File: src/rtl/isu_pkg.sv
// Package: shared widths, bit positions and code values of the interrupt status unit.
// Assumes 8-bit registers with the pending bit at the top of the status byte.
package isu_pkg;
    localparam int BYTE_W   = 8;
    localparam int SEQ_W    = 3;
    localparam int INT_BIT  = 7;
    localparam int TC_BIT   = 4;
    localparam int LOW_W    = INT_BIT;

    localparam logic [2:0]        PHASE_STATUS  = 3'd3;
    localparam logic [BYTE_W-1:0] CAUSE_BUSSERV = 8'h10;
    localparam logic [BYTE_W-1:0] CAUSE_BUSRST  = 8'h80;
    localparam logic [SEQ_W-1:0]  SEQ_CMD_DONE  = 3'd4;

    localparam logic [BYTE_W-1:0] TC_MASK  = BYTE_W'(1) << TC_BIT;
    localparam logic [BYTE_W-1:0] INT_MASK = BYTE_W'(1) << INT_BIT;
    localparam logic [BYTE_W-1:0] REPORT_STATUS =
        TC_MASK | INT_MASK | BYTE_W'(PHASE_STATUS);

    typedef struct packed {
        logic [BYTE_W-1:0] stat;
        logic [BYTE_W-1:0] cause;
        logic [SEQ_W-1:0]  seq;
        logic [BYTE_W-1:0] held;
    } isu_regs_t;

    // Register image after a completion has been reported.
    function automatic isu_regs_t report_done(input logic [BYTE_W-1:0] sb);
        isu_regs_t r;
        r.stat  = REPORT_STATUS;
        r.cause = CAUSE_BUSSERV;
        r.seq   = '0;
        r.held  = sb;
        return r;
    endfunction
endpackage

File: src/rtl/isu_defer_slot.sv
// Single-entry parking slot for a completion that arrived while an
// interrupt was pending. Assumes store and take may coincide; store wins.
module isu_defer_slot #(
    parameter int W = 8
) (
    input  logic         clk,
    input  logic         rst_n,
    input  logic         store,
    input  logic [W-1:0] store_val,
    input  logic         take,
    output logic         pend,
    output logic [W-1:0] pend_val
);
    // Holds the parked flag and status byte; a new park overrides a take.
    always_ff @(posedge clk) begin
        if (!rst_n) begin
            pend     <= 1'b0;
            pend_val <= '0;
        end else if (store) begin
            pend     <= 1'b1;
            pend_val <= store_val;
        end else if (take) begin
            pend     <= 1'b0;
        end
    end

    p_store_sets_r3: assert property (@(posedge clk) disable iff (!rst_n)
        store |=> pend && pend_val == $past(store_val));
    p_take_clears_r4: assert property (@(posedge clk) disable iff (!rst_n)
        take && !store |=> !pend);
endmodule

File: src/rtl/isu_next_state.sv
// Combinational next-value logic for the status, cause, sequence and held
// registers. Applies same-cycle strobes in a fixed order: read/replay,
// completion, event, bus reset, enable-selection, disable-selection.
module isu_next_state
    import isu_pkg::*;
(
    input  isu_regs_t          cur,
    input  logic               cause_rd,
    input  logic               cpl_req,
    input  logic [BYTE_W-1:0]  cpl_status,
    input  logic               evt_load,
    input  logic [LOW_W-1:0]   evt_stat,
    input  logic [BYTE_W-1:0]  evt_cause,
    input  logic [SEQ_W-1:0]   evt_seq,
    input  logic               evt_raise,
    input  logic               busrst_cmd,
    input  logic               rpt_dis,
    input  logic               selen_cmd,
    input  logic               seldis_cmd,
    input  logic               pend,
    input  logic [BYTE_W-1:0]  pend_val,
    output isu_regs_t          nxt,
    output logic               take,
    output logic               store,
    output logic               report
);
    // Folds every strobe of this cycle into the next register image.
    always_comb begin
        nxt    = cur;
        take   = 1'b0;
        store  = 1'b0;
        report = 1'b0;
        if (cause_rd) begin
            nxt.cause          = '0;
            nxt.stat[TC_BIT]   = 1'b0;
            nxt.stat[INT_BIT]  = 1'b0;
            nxt.seq            = SEQ_CMD_DONE;
            if (pend) begin
                nxt    = report_done(pend_val);
                take   = 1'b1;
                report = 1'b1;
            end
        end
        if (cpl_req) begin
            if (nxt.stat[INT_BIT]) begin
                store = 1'b1;
            end else begin
                nxt    = report_done(cpl_status);
                report = 1'b1;
            end
        end
        if (evt_load) begin
            nxt.stat[LOW_W-1:0] = evt_stat;
            nxt.cause           = evt_cause;
            nxt.seq             = evt_seq;
            if (evt_raise) nxt.stat[INT_BIT] = 1'b1;
        end
        if (busrst_cmd) begin
            nxt.cause = CAUSE_BUSRST;
            if (!rpt_dis) nxt.stat[INT_BIT] = 1'b1;
        end
        if (selen_cmd) nxt.cause = '0;
        if (seldis_cmd) begin
            nxt.cause         = '0;
            nxt.stat[INT_BIT] = 1'b1;
        end
    end
endmodule

File: src/rtl/scsi_intr_status.sv
// Interrupt status unit: owns status, cause, sequence-step and held
// completion registers and the level interrupt. Assumes every strobe is a
// single-cycle pulse synchronous to clk.
module scsi_intr_status
    import isu_pkg::*;
(
    input  logic              clk,
    input  logic              rst_n,
    input  logic              cause_rd,
    input  logic              cpl_req,
    input  logic [7:0]        cpl_status,
    input  logic              evt_load,
    input  logic [6:0]        evt_stat,
    input  logic [7:0]        evt_cause,
    input  logic [2:0]        evt_seq,
    input  logic              evt_raise,
    input  logic              busrst_cmd,
    input  logic              rpt_dis,
    input  logic              selen_cmd,
    input  logic              seldis_cmd,
    output logic              irq,
    output logic [7:0]        status,
    output logic [7:0]        cause,
    output logic [2:0]        seq,
    output logic [7:0]        cpl_held,
    output logic              xfer_clr
);
    isu_regs_t          regs_q, regs_d;
    logic               take, store, report;
    logic               pend;
    logic [BYTE_W-1:0]  pend_val;

    isu_next_state u_next (
        .cur        (regs_q),
        .cause_rd   (cause_rd),
        .cpl_req    (cpl_req),
        .cpl_status (cpl_status),
        .evt_load   (evt_load),
        .evt_stat   (evt_stat),
        .evt_cause  (evt_cause),
        .evt_seq    (evt_seq),
        .evt_raise  (evt_raise),
        .busrst_cmd (busrst_cmd),
        .rpt_dis    (rpt_dis),
        .selen_cmd  (selen_cmd),
        .seldis_cmd (seldis_cmd),
        .pend       (pend),
        .pend_val   (pend_val),
        .nxt        (regs_d),
        .take       (take),
        .store      (store),
        .report     (report)
    );

    isu_defer_slot #(.W(BYTE_W)) u_slot (
        .clk       (clk),
        .rst_n     (rst_n),
        .store     (store),
        .store_val (cpl_status),
        .take      (take),
        .pend      (pend),
        .pend_val  (pend_val)
    );

    // Registers the visible state and the one-cycle clear pulse.
    always_ff @(posedge clk) begin
        if (!rst_n) begin
            regs_q   <= '0;
            xfer_clr <= 1'b0;
        end else begin
            regs_q   <= regs_d;
            xfer_clr <= report;
        end
    end

    assign status   = regs_q.stat;
    assign cause    = regs_q.cause;
    assign seq      = regs_q.seq;
    assign cpl_held = regs_q.held;
    assign irq      = regs_q.stat[INT_BIT];

    logic cmds_idle;
    assign cmds_idle = !evt_load && !busrst_cmd && !selen_cmd && !seldis_cmd;

    p_read_clears_r2: assert property (@(posedge clk) disable iff (!rst_n)
        cause_rd && !pend && !cpl_req && cmds_idle |=>
        cause == '0 && !irq && !status[TC_BIT] && seq == SEQ_CMD_DONE);
    p_park_keeps_regs_r3: assert property (@(posedge clk) disable iff (!rst_n)
        cpl_req && irq && !cause_rd && cmds_idle |=>
        $stable(status) && $stable(cause) && $stable(cpl_held) && !xfer_clr);
    p_replay_r4: assert property (@(posedge clk) disable iff (!rst_n)
        cause_rd && pend && !cpl_req && cmds_idle |=>
        irq && cause == CAUSE_BUSSERV && cpl_held == $past(pend_val) && xfer_clr);
    p_report_r5: assert property (@(posedge clk) disable iff (!rst_n)
        cpl_req && !irq && !cause_rd && cmds_idle |=>
        status == REPORT_STATUS && seq == '0 && cpl_held == $past(cpl_status) && xfer_clr);
    p_busrst_r6: assert property (@(posedge clk) disable iff (!rst_n)
        busrst_cmd && !cause_rd && !cpl_req && !evt_load && !selen_cmd && !seldis_cmd |=>
        cause == CAUSE_BUSRST && irq == ($past(irq) || !$past(rpt_dis)));
    p_seldis_r7: assert property (@(posedge clk) disable iff (!rst_n)
        seldis_cmd |=> cause == '0 && irq);
    p_selen_r7: assert property (@(posedge clk) disable iff (!rst_n)
        selen_cmd && !seldis_cmd && !cause_rd && !cpl_req && !evt_load && !busrst_cmd |=>
        cause == '0 && irq == $past(irq));
endmodule

File: config.mk
export PLATFORM = sky130hd
export DESIGN_NAME = scsi_intr_status
export DESIGN_NICKNAME = d
export VERILOG_FILES = /design/src/rtl/isu_pkg.sv /design/src/rtl/isu_defer_slot.sv /design/src/rtl/isu_next_state.sv /design/src/rtl/scsi_intr_status.sv
export SDC_FILE = /design/constraint.sdc
export NUM_CORES = 1
export LEC_CHECK = 0
export BUFFER_PORTS_ARGS = -buffer_cell sky130_fd_sc_hd__buf_2
export CORE_MARGIN = 5
export CORE_UTILIZATION = 40
export CTS_BUF_LIST = sky130_fd_sc_hd__clkbuf_8
export CTS_CLUSTER_DIAMETER = 200
export DETAILED_ROUTE_END_ITERATION = 8
export GPL_TIMING_DRIVEN = 0
export PLACE_DENSITY = 0.73
export SYNTH_ARGS = -nofsm -noshare
export SYNTH_HDL_FRONTEND = slang
export SYNTH_SLANG_ARGS = --single-unit
File: constraint.sdc
create_clock -name clk -period 1.65 [get_ports clk]
set_input_delay 0.165 -clock clk [delete_from_list [all_inputs] [get_ports clk]]
set_output_delay 0.165 -clock clk [all_outputs]
set_load 0.05 [all_outputs]
**Yosys cells after proc, flatten, opt, wreduce, memory -nomap -nowiden**

Index checks and enable logic that the tools add are counted.

- Flip-flop bits (word level): 37
- Bits in latches: 0
- RAM bits: 0
- ROM bits: 0
- Memories: 0

- $add $sub $neg: 0
- Multipliers: 0
- Div/mod/pow operators: 0
- Magnitude comparators: 0
- Eq/ne operators: 0
- Shift operators: 0
- Muxes and demuxes: 18
- Bitwise operators: 1
- Reductions and logical operators: 3

Operators by type and width:

| cell | count |
|---|---|
| two-way mux 27 bit | 3 |
| two-way mux 26 bit | 1 |
| two-way mux 19 bit | 1 |
| two-way mux 1 bit | 12 |
| two-way mux 8 bit | 1 |
| OR reduction 4 bit | 1 |
| OR reduction 3 bit | 1 |
| nonzero test 2 bit | 1 |
| NOT 1 bit | 1 |

**Depth between registers and ports, before layout**

- Word-level depth: 9
- Mapped depth: 5
- Depth with buffers taken out: 3

**Cells and area by module**

Synthesis repeated with hierarchy kept, for this count alone.

- Cell total of the unflattened synthesis: 177
- Area, all modules: 1761.7 µm²

Modules (own cells, without submodules):

| module | times used | cells each | area each (µm²) |
|---|---|---|---|
| scsi_intr_status | 1 | 59 | 793.3 |
| isu_next_state | 1 | 90 | 633.1 |
| isu_defer_slot | 1 | 28 | 335.3 |

**Least setup slack after synthesis**

No wires, ideal clock.

- Path type: register -> register
- Start point: reg regs_q (netlist bit status[7])
- End point: reg u_slot.pend
- Arrival time: 1.306 ns
- Data required time: 1.535 ns
- Path slack: 0.230 ns
- Cell stages (with the launch flop): 5
- Path buffers: 1
- Clock period less this slack: 1.420 ns
- Cell sequence: dfxtp_1 mux2_4 and2_1 buf_6 o21a_1

- Cells in the longest elaborated chain, start to end: 4

RTL lines:

| item | RTL line | source |
|---|---|---|
| start, declared | scsi_intr_status.sv:28 | `isu_regs_t regs_q, regs_d;` |
| start signal, assigned | scsi_intr_status.sv:71 | `regs_q <= regs_d;` |
| two-way mux 27 bit (*) | isu_next_state.sv:33 | `if (cause_rd) begin` |
| two-way mux 1 bit (*) | isu_next_state.sv:45 | `if (nxt.stat[INT_BIT]) begin` |
| two-way mux 1 bit (*) | isu_next_state.sv:44 | `if (cpl_req) begin` |
| two-way mux 1 bit / nonzero test 2 bit (equally long branches) | - |  |
| end signal, assigned | isu_defer_slot.sv:17 | `pend <= 1'b0;` |
| end signal, assigned | isu_defer_slot.sv:20 | `pend <= 1'b1;` |
| end signal, assigned | isu_defer_slot.sv:23 | `pend <= 1'b0;` |
| end, declared | isu_defer_slot.sv:11 | `output logic pend,` |

Mark *: on every way between the ends. The rest lies on a longest branch, timed or not.
A chain may end at the register's enable or synchronous reset.

**Worst setup path in the final report**

- Start point: reg u_slot.pend
- End point: reg regs_q (netlist bit status[0])

- Cells in the longest elaborated chain, start to end: 5

RTL lines:

| item | RTL line | source |
|---|---|---|
| two-way mux 27 bit (*) | isu_next_state.sv:38 | `if (pend) begin` |
| two-way mux 27 bit (*) | isu_next_state.sv:33 |  |
| two-way mux 26 bit | isu_next_state.sv:45 |  |
| two-way mux 27 bit (*) | isu_next_state.sv:44 |  |
| two-way mux 19 bit (*) | isu_next_state.sv:52 | `if (evt_load) begin` |

Marked as above.

==> reports/qor.yml <==
status: "completed"
top_level_ports: 65
hold_path_end: "cause[3]"
synth_fp_nets: 198
relSlewSlack_pct: 60.17
antenna_found_initial: 0
grt_max_degree: 12
grt-ovfl-total: 0
wirelength_um: 3827
fin_crit_sh_pct: 81.79
num-nets-final: 266
holdCritPathClass: "input port to register"
clkPwrFrac_pct: 30.5
design.die.area_um2: 5082
post_cts_buffers: 0
clk_latency_ns: 0.28
via_count: 1431
dp_hpwl_um: 2869
cp-end-kind: "register"
swShare_pct: 30.74
syn_to_final_growth_pct: 29.81
cts_root_buf: "clkbuf_8"
critPathLaunchType: "register"
grt_pass1_wl_um: 6368
arrival_ns: 1.52
min_from: "evt_cause[3]"
yosysTopAreaCellShare_pct: 49.29
final_antenna_net_count: 0
drv_slew: 0
place.port_buffers: 61
p_leak_nw: 0.9124
slowest_stage: "o221a_2"
drv_cap: 0
cts_sinks: 37
clockBufferDepth: 2
grtUsageMet2_pct: 26.43
tightest_slew_ns: 0.5952
antenna_cells_inserted: 0
p_sw_mw: 0.5973
grt_usage_pct: 15.31
cp_cell_sequence: "o21ai_0, nand3_1, o221a_2"
drive_gt1_share_pct: 35.06
synth_edf_count: 0
hold_depth: 3
timing.rr.start: "u_slot.pend"
max_freq_mhz: 741.0
cts_tree: "done"
yosysSeqAreaShare_pct: 49.29
p_int_mw: 1.346
synth-main-ff-cell: "dfxtp_1"
worstPathRequired_ns: 1.82
cts.clk_slew.worst_paths_ns: 0.07
path_buf_inv: 0
period_needed_ns: 1.350
r2r_slack_ns: 0.30
worstSetupPathType: "register to register"
top_usage_layer: "met2"
synth_cells: 162
grt_pass1_vias: 1427
core_area_um2: 3661
initial_utilization_pct: 41.05
fin_skew_ns: 0.004997
postCtsResizedCells: 0
reg2reg_to: "status[0]"
ir_worst_vdd_mv: 0.7620
synth_area_um2: 1503
hold_buffers: 0
power_frac_seq_pct: 49.6
drtPass1Iterations: 6
cts_buffers: 5
path_delay_family: "compound AO/OA/AOI/OAI gates"
pre_cts_ws_ns: 0.3243
die_y_um: 71.29
yosys_warnings: 0
critPathMaxFanout: 9
ys_top_cells_by_area: "dfxtp_1 (49%), mux2i_1 (5.3%), a32oi_1 (4.7%)"
synthArstFlopShare_pct: 0
drt_iter0_drc: 64
r2r_cells: 3
rsz0062_at_grt: "false"
drc: 0
synth_cell_types: 30
synth_seq_cells: 37
globalRouteMet3Util_pct: 4.628
htree_levels: 2
wl_per_cell_um: 13.72
detail_route.vias_per_cell: 5.129
gp_congestion: 0.8006
setup_viol: 0
hold_viol: 0
power_density_nw_per_um2: 996.3
crit_path_max_incr_delay_ns: 0.34
grt_use_met1_pct: 18.59
power_frac_comb_pct: 19.9
synth_top_area_cell: "dfxtp_1"
avgSynthCellArea_um2: 9.276
tns_ns: 0
die_w_um: 71.29
rows: 22
worst_slack_ns: 0.3005
==> area by class of cell <==
| class | count | area [um^2] |
|---|---|---|
| well taps | 48 | 60.06 |
| fillers | 379 | 1710 |
| clock buffers | 5 | 68.82 |
| inverters | 4 | 15.01 |
| multi-input cells | 106 | 663.1 |
| clock inverters | 3 | 13.76 |
| flip-flops and latches | 37 | 740.7 |
| repair buffers | 61 | 305.3 |
| plain buffers | 15 | 83.83 |
==> power groups by stage <==
stage	sequential [mW]	clock, mW	combinational, mW
finish	0.963	0.593	0.387
global route	0.969	0.656	0.416
CTS	0.964	0.611	0.389
detailed placement	0.984	0	0.389
global placement	0.983	0	0.386
floorplan	1.11	0	0.140
==> how the worst max path moves through the flow <==
stage	start	end	slack [ns]	cells after the start
4_1_cts	u_slot.pend	status[0]	0.31	3
3_3_place_gp	u_slot.pend	status[4]	0.36	3
6_report	u_slot.pend	status[0]	0.30	3
5_1_grt	u_slot.pend	status[0]	0.24	3
2_1_floorplan	status[7]	u_slot.pend	0.23	4
3_5_place_dp	u_slot.pend	status[4]	0.32	3
==> synth_stat cells, types with 5 or more instances <==
cell / instances
a21oi_1: 10
a32oi_1: 8
clkbuf_1: 6
dfxtp_1: 37
mux2i_1: 8
nand2_1: 15
nand3_1: 7
nand4_1: 8
nor2_1: 8
nor2b_1: 5
o21ai_0: 14
o31ai_1: 8
==> per-layer routing <==
layer / up-vias / wire (um)
met2: 33 / 1898
li1: 725 / -
met4: 0 / 27
met5: - / 0
met1: 671 / 1712
met3: 2 / 187
==> logic make-up (layout without fill, tap and decap cells) <==
family,Yosys count,after routing,synth area share [%]
AOI/OAI and AO/OA,50,50,22.40
and+or+nand+nor,47,47,15.40
DFF,37,37,49.29
buffers and inverters,19,88,6.576
muxes,9,9,6.328
==> stage by stage <==
| stage | hold slack (ns) | total power, mW | area, um^2 | std cells | util, % |
|---|---|---|---|---|---|
| after floorplan | 0.2954 | 1.254 | 1503 | 162 | - |
| after global placement | 0.3854 | 1.369 | 1868 | 271 | 51.03 |
| after detailed placement | 0.3935 | 1.373 | 1868 | 271 | 51.03 |
| after CTS | 0.1005 | 1.964 | 1951 | 279 | 53.28 |
| after global routing | 0.1156 | 2.041 | 1951 | 279 | 53.28 |
| final | 0.1050 | 1.943 | 1951 | 279 | 53.28 |
==> registers in the layout, indices dropped and copies added, names as in the netlist <==
name,count
cause,8
cpl_held,8
status,8
u_slot.pend_val,8
seq,3
u_slot.pend,1
xfer_clr,1
==> cell usage in the layout, fill, tap and decap left out, types with 2 or more instances in the layout <==
cell      netlist  layout
buf_2           3      64
dfxtp_1        37      37
nand2_1        15      15
o21ai_0        14      14
a21oi_1        10      10
mux2i_1         8       8
o31ai_1         8       8
nand4_1         8       8
nor2_1          8       8
a32oi_1         8       8
nand3_1         7       7
clkbuf_1        6       6
nor2b_1         5       5
clkbuf_8        0       5
inv_1           3       4
o221a_2         3       3
buf_6           2       2
buf_4           2       2
o21ai_1         2       2
o21a_1          2       2
clkinv_2        0       2
==> worst min-delay path, stage by stage <==
cell	delay, ns
buf_2	0.08
a32oi_1	0.04
nor2_1	0.07
Power figures use the tool's default switching activity.
